===== src/rtl/steer_pkg.sv =====
package steer_pkg;

  localparam int NCLASS = 5;

  // Search order is the numeric order of these codes.
  typedef enum logic [2:0] {
    CL_L3BANK   = 3'd0,
    CL_MSLICE   = 3'd1,
    CL_LNCF     = 3'd2,
    CL_SUBSLICE = 3'd3,
    CL_INST0    = 3'd4
  } steer_class_e;

  // Index of the lowest set bit; 0 when the vector is empty.
  function automatic int lowest_one(input logic [63:0] v);
    int r;
    r = 0;
    for (int i = 63; i >= 0; i--) begin
      if (v[i]) r = i;
    end
    return r;
  endfunction

endpackage


===== src/rtl/steer_range_table.sv =====
module steer_range_table
  import steer_pkg::*;
#(
  parameter int ADDR_W = 24,
  parameter int ENT_W  = 3
) (
  input  logic              clk,
  input  logic              rst_n,
  input  logic              wr_en,
  input  logic [2:0]        wr_cls,
  input  logic [ENT_W-1:0]  wr_idx,
  input  logic              wr_valid,
  input  logic [ADDR_W-1:0] wr_lo,
  input  logic [ADDR_W-1:0] wr_hi,
  input  logic [2:0]        rd_cls,
  input  logic [ENT_W-1:0]  rd_idx,
  input  logic [ADDR_W-1:0] probe,
  output logic              hit_o
);
  localparam int DEPTH = NCLASS << ENT_W;
  localparam int SW    = 3 + ENT_W;

  logic [ADDR_W-1:0] lo_q [DEPTH];
  logic [ADDR_W-1:0] hi_q [DEPTH];
  logic [DEPTH-1:0]  vld_q;

  logic [SW-1:0] wr_slot, rd_slot;
  logic          wr_ok;

  assign wr_slot = {wr_cls, wr_idx};
  assign rd_slot = {rd_cls, rd_idx};
  assign wr_ok   = wr_en && (int'(wr_cls) < NCLASS);

  always_ff @(posedge clk) begin
    if (!rst_n) begin
      vld_q <= '0;
    end else if (wr_ok) begin
      vld_q[wr_slot] <= wr_valid;
    end
  end

  always_ff @(posedge clk) begin
    if (wr_ok) begin
      lo_q[wr_slot] <= wr_lo;
      hi_q[wr_slot] <= wr_hi;
    end
  end

  assign hit_o = vld_q[rd_slot] && (lo_q[rd_slot] <= probe) && (probe <= hi_q[rd_slot]);

endmodule


===== src/rtl/steer_walker.sv =====
module steer_walker
  import steer_pkg::*;
#(
  parameter int ENT_W = 3
) (
  input  logic             clk,
  input  logic             rst_n,
  input  logic             start,
  input  logic             step_hit,
  output logic             busy,
  output logic             accept,
  output logic             step_last,
  output logic             finish,
  output logic [2:0]       cur_cls,
  output logic [ENT_W-1:0] cur_idx
);
  localparam int PW = 3 + ENT_W;
  localparam logic [PW-1:0] LAST = {3'(NCLASS - 1), {ENT_W{1'b1}}};

  logic [PW-1:0] ptr_q;

  assign accept    = start && !busy;
  assign step_last = (ptr_q == LAST);
  assign finish    = busy && (step_hit || step_last);
  assign cur_cls   = ptr_q[PW-1 -: 3];
  assign cur_idx   = ptr_q[ENT_W-1:0];

  always_ff @(posedge clk) begin
    if (!rst_n) begin
      busy  <= 1'b0;
      ptr_q <= '0;
    end else if (!busy) begin
      ptr_q <= '0;
      if (start) busy <= 1'b1;
    end else if (finish) begin
      busy <= 1'b0;
    end else begin
      ptr_q <= ptr_q + 1'b1;
    end
  end

endmodule


===== src/rtl/steer_target_calc.sv =====
module steer_target_calc
  import steer_pkg::*;
#(
  parameter int ID_W       = 8,
  parameter int L3F_W      = 3,
  parameter int NMS        = 4,
  parameter int SS_PER_MS  = 4,
  parameter int SS_PER_GRP = 4
) (
  input  steer_class_e          cls,
  input  logic                  use_dflt,
  input  logic [L3F_W-1:0]      l3_fuse,
  input  logic [NMS-1:0]        mem_l3_en,
  input  logic [NMS*SS_PER_MS-1:0] ss_en,
  input  logic [ID_W-1:0]       dflt_grp,
  input  logic [ID_W-1:0]       dflt_inst,
  output logic [ID_W-1:0]       grp,
  output logic [ID_W-1:0]       inst,
  output logic                  err
);
  localparam int NBANK = 2 * L3F_W;

  logic [NBANK-1:0] bank_mask;
  logic [NMS-1:0]   ms_mask;
  int               bank_first, ms_first, ss_first;

  for (genvar i = 0; i < L3F_W; i++) begin : g_bank
    assign bank_mask[2*i +: 2] = {2{l3_fuse[i]}};
  end

  for (genvar m = 0; m < NMS; m++) begin : g_ms
    assign ms_mask[m] = mem_l3_en[m] | (|ss_en[m*SS_PER_MS +: SS_PER_MS]);
  end

  assign bank_first = lowest_one(64'(bank_mask));
  assign ms_first   = lowest_one(64'(ms_mask));
  assign ss_first   = lowest_one(64'(ss_en));

  always_comb begin
    grp  = '0;
    inst = '0;
    err  = 1'b0;
    if (use_dflt) begin
      grp  = dflt_grp;
      inst = dflt_inst;
    end else begin
      case (cls)
        CL_L3BANK: begin
          inst = ID_W'(bank_first);
          err  = (bank_mask == '0);
        end
        CL_MSLICE: begin
          grp = ID_W'(ms_first);
          err = (ms_mask == '0);
        end
        CL_LNCF: begin
          grp = ID_W'(ms_first << 1);
          err = (ms_mask == '0);
        end
        CL_SUBSLICE: begin
          grp  = ID_W'(ss_first / SS_PER_GRP);
          inst = ID_W'(ss_first % SS_PER_GRP);
          err  = (ss_en == '0);
        end
        default: begin
          grp  = '0;
          inst = '0;
        end
      endcase
    end
  end

endmodule


===== src/rtl/steer_resolver.sv =====
module steer_resolver
  import steer_pkg::*;
#(
  parameter int ADDR_W     = 24,
  parameter int ENT_W      = 3,
  parameter int ID_W       = 8,
  parameter int L3F_W      = 3,
  parameter int NMS        = 4,
  parameter int SS_PER_MS  = 4,
  parameter int SS_PER_GRP = 4
) (
  input  logic                     clk,
  input  logic                     rst_n,
  input  logic                     start,
  input  logic [ADDR_W-1:0]        offset,
  input  logic                     cfg_we,
  input  logic [2:0]               cfg_cls,
  input  logic [ENT_W-1:0]         cfg_idx,
  input  logic                     cfg_valid,
  input  logic [ADDR_W-1:0]        cfg_lo,
  input  logic [ADDR_W-1:0]        cfg_hi,
  input  logic [L3F_W-1:0]         l3_fuse,
  input  logic [NMS-1:0]           mem_l3_en,
  input  logic [NMS*SS_PER_MS-1:0] ss_en,
  input  logic [ID_W-1:0]          dflt_grp,
  input  logic [ID_W-1:0]          dflt_inst,
  output logic                     done,
  output logic                     hit,
  output logic [ID_W-1:0]          grp,
  output logic [ID_W-1:0]          inst,
  output logic                     err
);
  logic              walk_busy, accept, step_hit, step_last, finish;
  logic [2:0]        cur_cls;
  logic [ENT_W-1:0]  cur_idx;
  logic [ADDR_W-1:0] off_q;
  logic [ID_W-1:0]   calc_grp, calc_inst;
  logic              calc_err;
  steer_class_e      res_cls;

  always_ff @(posedge clk) begin
    if (!rst_n) off_q <= '0;
    else if (accept) off_q <= offset;
  end

  steer_walker #(.ENT_W(ENT_W)) u_walk (
    .clk(clk), .rst_n(rst_n), .start(start), .step_hit(step_hit),
    .busy(walk_busy), .accept(accept), .step_last(step_last), .finish(finish),
    .cur_cls(cur_cls), .cur_idx(cur_idx)
  );

  steer_range_table #(.ADDR_W(ADDR_W), .ENT_W(ENT_W)) u_tab (
    .clk(clk), .rst_n(rst_n), .wr_en(cfg_we), .wr_cls(cfg_cls), .wr_idx(cfg_idx),
    .wr_valid(cfg_valid), .wr_lo(cfg_lo), .wr_hi(cfg_hi),
    .rd_cls(cur_cls), .rd_idx(cur_idx), .probe(off_q), .hit_o(step_hit)
  );

  steer_target_calc #(
    .ID_W(ID_W), .L3F_W(L3F_W), .NMS(NMS), .SS_PER_MS(SS_PER_MS), .SS_PER_GRP(SS_PER_GRP)
  ) u_calc (
    .cls(steer_class_e'(cur_cls)), .use_dflt(!step_hit), .l3_fuse(l3_fuse),
    .mem_l3_en(mem_l3_en), .ss_en(ss_en), .dflt_grp(dflt_grp), .dflt_inst(dflt_inst),
    .grp(calc_grp), .inst(calc_inst), .err(calc_err)
  );

  always_ff @(posedge clk) begin
    if (!rst_n) begin
      done    <= 1'b0;
      hit     <= 1'b0;
      grp     <= '0;
      inst    <= '0;
      err     <= 1'b0;
      res_cls <= CL_L3BANK;
    end else begin
      done <= finish;
      if (finish) begin
        hit     <= step_hit;
        grp     <= calc_grp;
        inst    <= calc_inst;
        err     <= calc_err;
        res_cls <= steer_class_e'(cur_cls);
      end
    end
  end

endmodule


===== config.mk =====
export PLATFORM = sky130hd
export DESIGN_NAME = steer_resolver
export DESIGN_NICKNAME = d
export VERILOG_FILES = /design/src/rtl/steer_pkg.sv /design/src/rtl/steer_range_table.sv /design/src/rtl/steer_walker.sv /design/src/rtl/steer_target_calc.sv /design/src/rtl/steer_resolver.sv
export SDC_FILE = /design/constraint.sdc
export NUM_CORES = 2
export LEC_CHECK = 0
export CORE_MARGIN = 2
export CORE_UTILIZATION = 35
export CTS_BUF_LIST = sky130_fd_sc_hd__clkbuf_8
export DETAILED_ROUTE_END_ITERATION = 8
export HOLD_SLACK_MARGIN = 0.1
export PLACE_DENSITY = 0.55
export SYNTH_ARGS = -nofsm -noshare
export SYNTH_HDL_FRONTEND = slang
export SYNTH_SLANG_ARGS = --single-unit

===== constraint.sdc =====
create_clock -name clk -period 6.16 [get_ports clk]
set_input_delay 1.54 -clock clk [delete_from_list [all_inputs] [get_ports clk]]
set_output_delay 1.54 -clock clk [all_outputs]
set_load 0.03 [all_outputs]

==> impl_metrics.env <==
export IMPL_post_cts_buffers=0
export IMPL_rows=173
export IMPL_drtIter0Drc=4073
export IMPL_vdd_ir_drop_max_mv=0.151
export IMPL_numClockSinks=2016
export IMPL_cts_path_max_buffers=4
export IMPL_synthCells=3576
export IMPL_power_density_nw_per_um2=297
export IMPL_grt_max_degree=81
export IMPL_crit_buf_inv=1
export IMPL_r2r_cells=15
export IMPL_timing_hold_ws_ps=484
export IMPL_min_period_ps=5640
export IMPL_cts_buffers_inserted=337
export IMPL_core_um2=223000
export IMPL_root_buffer="clkbuf_8"
export IMPL_worstMarginPinSlew_ps=1420
export IMPL_max_stage_delay_ps=610
export IMPL_hold_class="reg2reg"
export IMPL_rrSetupSlack_ps=520
export IMPL_cp_cell_sequence="buf_12 > mux4_2 > mux4_2 > nor2b_1 > a211oi_1 > a21oi_1 > ha_1 > nand4_2 > nor4_4 > nand2_1 > and4_1 > a221oi_4 > nand4_1 > nand4_1 > o21ai_1"
export IMPL_htreeDepth=5
export IMPL_final_max_slew_viol_count=0
export IMPL_yosys_register_bits=2016
export IMPL_syn_area_um2=78600
export IMPL_die_y_um=478
export IMPL_hp_start="u_tab.vld_q[17]"
export IMPL_cap_violations=0
export IMPL_synth_cell_types=58
export IMPL_path_clk_slew_ps=60
export IMPL_synthesis_nets=3747
export IMPL_drive_gt1_share_pct=28.8
export IMPL_first_pass_iters=6
export IMPL_grt_pass1_wl_mm=304
export IMPL_synthFlopType="edfxtp_1"
export IMPL_final_area_um2=90700
export IMPL_ctsResizeCount=0
export IMPL_rsz0062_at_grt="false"
export IMPL_fmax_ghz=0.177
export IMPL_wirelength_mm=215
export IMPL_ios=141
export IMPL_clock_latency_ps=1090
export IMPL_post_route_util_pct=40.7
export IMPL_cpMaxStageDelayCell="nor4_4"
export IMPL_whs_path_depth=2
export IMPL_worstSetupEndpointType="flip-flop"
export IMPL_area_growth_pct=15.5
export IMPL_finalNetCount=4190
export IMPL_wl_per_cell_um=29.8
export IMPL_ant_nets=0
export IMPL_detailed_place_hpwl_mm=112
export IMPL_avgSynthCellArea_um2=22.0
export IMPL_slew_headroom_pct=5.31
export IMPL_synth_seq_area_share_pct=75.8
export IMPL_overflow=0
export IMPL_setup_viol=0
export IMPL_synth_edff_count=1920
export IMPL_hold_buffers=0
export IMPL_antenna_found_initial=18
export IMPL_cp_top_family="simple AND/OR/NAND/NOR gates"
export IMPL_die_width_um=478
export IMPL_tns_ps=0
export IMPL_async_flop_share_pct=0
export IMPL_skew_ps=104
export IMPL_timing_rr_end="inst[2]"
export IMPL_critPathArrivalTime_ps=6600
export IMPL_period_share_pct=91.5
export IMPL_route_detailed_drc=0
export IMPL_hold_viol=0
export IMPL_min_to="u_tab.vld_q[17]"
export IMPL_gp_congestion=0.795
export IMPL_critical_path_class="reg2reg"
export IMPL_vias_per_cell=5.40
export IMPL_io_buffer_count=140
export IMPL_first_global_vias=39900
export IMPL_start_util_pct=35.3
export IMPL_ys_warn_count=0
export IMPL_status="finished clean"
export IMPL_dpl_worst_slack_ps=169
export IMPL_num_vias=39100
export IMPL_required_ps=7120
export IMPL_startpoint_type="flip-flop"
export IMPL_leakage_nw=27.6
export IMPL_worst_slack_ps=521
export IMPL_die_area_um2=228000
export IMPL_grtUsageTotal_pct=18.7
export IMPL_critPathMaxFanout=55
export IMPL_place_area_um2=85000
export IMPL_cts_tree="yes"
## placed cells by master, fill, tap and decap left out, drive strengths merged, types with 3 or more instances in the layout
| cell type | n |
|---|---|
| a22oi | 7 |
| a21oi | 52 |
| clkinv | 93 |
| nor4 | 5 |
| o31ai | 5 |
| nand2 | 144 |
| nand3 | 14 |
| o2111a | 11 |
| a211oi | 29 |
| clkinvlp | 4 |
| nand2b | 5 |
| or3b | 3 |
| a21boi | 66 |
| ha | 49 |
| nand3b | 3 |
| clkdlybuf4s50 | 134 |
| mux2i | 68 |
| mux4 | 578 |
| nor2 | 82 |
| dfxtp | 96 |
| edfxtp | 1920 |
| nor3 | 5 |
| o221a | 3 |
| inv | 167 |
| mux2 | 26 |
| a31oi | 17 |
| nand4 | 14 |
| nor2b | 30 |
| o21ai | 70 |
| o211ai | 3 |
| clkbuf | 349 |
| buf | 167 |
| and3 | 4 |
## report_power, final
part           switching (mW)  leakage [nW]  internal (mW)
Sequential             0.0562          18.1           15.1
Combinational           0.738          6.16          0.610
Clock                    5.20          3.41           5.25
## worst max path at each step
stage | startpoint | endpoint | slack [ps] | cells after the start
6_report | flip-flop | inst[2] | 520 | 15
5_1_grt | flip-flop | inst[2] | 170 | 15
4_1_cts | flip-flop | inst[2] | 170 | 15
3_5_place_dp | flip-flop | inst[2] | 170 | 15
3_3_place_gp | flip-flop | inst[2] | 190 | 15
2_1_floorplan | cfg_cls[0] | u_tab.hi_q[16][0] | 1190 | 5
## per-stage QoR
step	cells	power (mW)
6_report	7228	27.0
3_3_place_gp	6654	16.8
5_1_grt	7227	27.9
2_1_floorplan	3576	16.2
4_1_cts	7225	27.3
3_5_place_dp	6654	16.8
## area by class of cell
type | count | area, um^2
Clock inverter | 222 | 935
Tap cell | 2975 | 3720
Clock buffer | 349 | 4800
Sequential cell | 2016 | 59600
Multi-Input combinational cell | 1320 | 18200
Fill cell | 19500 | 132000
Timing Repair Buffer | 301 | 3260
Inverter | 43 | 161
Antenna cell | 2 | 5.00
## state kept, by name, indices dropped and copies added, names as in the netlist, named ones only
register      cells
err               1
u_walk.busy       1
grp               8
u_walk.ptr_q      6
inst              8
off_q            24
u_tab.hi_q      960
done              1
u_tab.lo_q      960
u_tab.vld_q      40
hit               1
## synth_stat cells (4+ instances only)
| library cell | instances | area (um^2) |
|---|---|---|
| o21ai_1 | 25 | 125 |
| buf_1 | 20 | 75.1 |
| ha_1 | 49 | 613 |
| a21oi_1 | 52 | 260 |
| and3_1 | 4 | 25.0 |
| dfxtp_1 | 96 | 1920 |
| a31oi_1 | 17 | 106 |
| nor2b_1 | 30 | 188 |
| inv_1 | 43 | 161 |
| mux2_2 | 26 | 293 |
| nor2_1 | 82 | 308 |
| clkbuf_1 | 109 | 409 |
| o21ai_0 | 45 | 225 |
| nand2_1 | 144 | 541 |
| buf_6 | 4 | 45.0 |
| nand2b_1 | 5 | 31.3 |
| mux2i_1 | 68 | 681 |
| buf_2 | 52 | 260 |
| nor3_1 | 5 | 25.0 |
| nor4_1 | 4 | 25.0 |
| a21boi_0 | 66 | 495 |
| nand3_1 | 12 | 60.1 |
| nand4_1 | 12 | 75.1 |
| a211oi_1 | 29 | 218 |
| o31ai_1 | 5 | 37.5 |
| mux4_2 | 578 | 13000 |
| a22oi_1 | 7 | 52.6 |
| buf_4 | 12 | 90.1 |
| edfxtp_1 | 1920 | 57700 |
| o2111a_1 | 11 | 124 |
## worst reg2reg max path, stage by stage, from the launching register on
cell and delay, ps:
dfxtp_4 430, buf_12 360, mux4_2 650, mux4_2 490
nor2b_1 150, a211oi_1 410, a21oi_1 100, ha_1 350
nand4_2 230, nor4_4 610, nand2_1 200, and4_1 250
a221oi_4 350, nand4_1 560, nand4_1 310, o21ai_1 90
## routing by layer
layer | GRT usage, % | up-vias | wire length [um]
met5 | 0 | - | 111
met4 | 5.22 | 20 | 4820
met3 | 3.39 | 330 | 12800
met2 | 29.7 | 1431 | 103000
met1 | 26.4 | 21300 | 94300
li1 | - | 16000 | -
## cells by family after synthesis
kind of cell,Yosys count,synth area share [%]
multiplexers,672,17.8
buffers and inverters,240,1.33
XOR/XNOR,2,0.0223
flip-flops,2016,75.8
AND/OR/NAND/NOR,317,1.85
AO/OA/AOI/OAI,280,2.37
adder cells (fa/ha/maj),49,0.780
No activity file was read; power rests on OpenSTA's default activity.
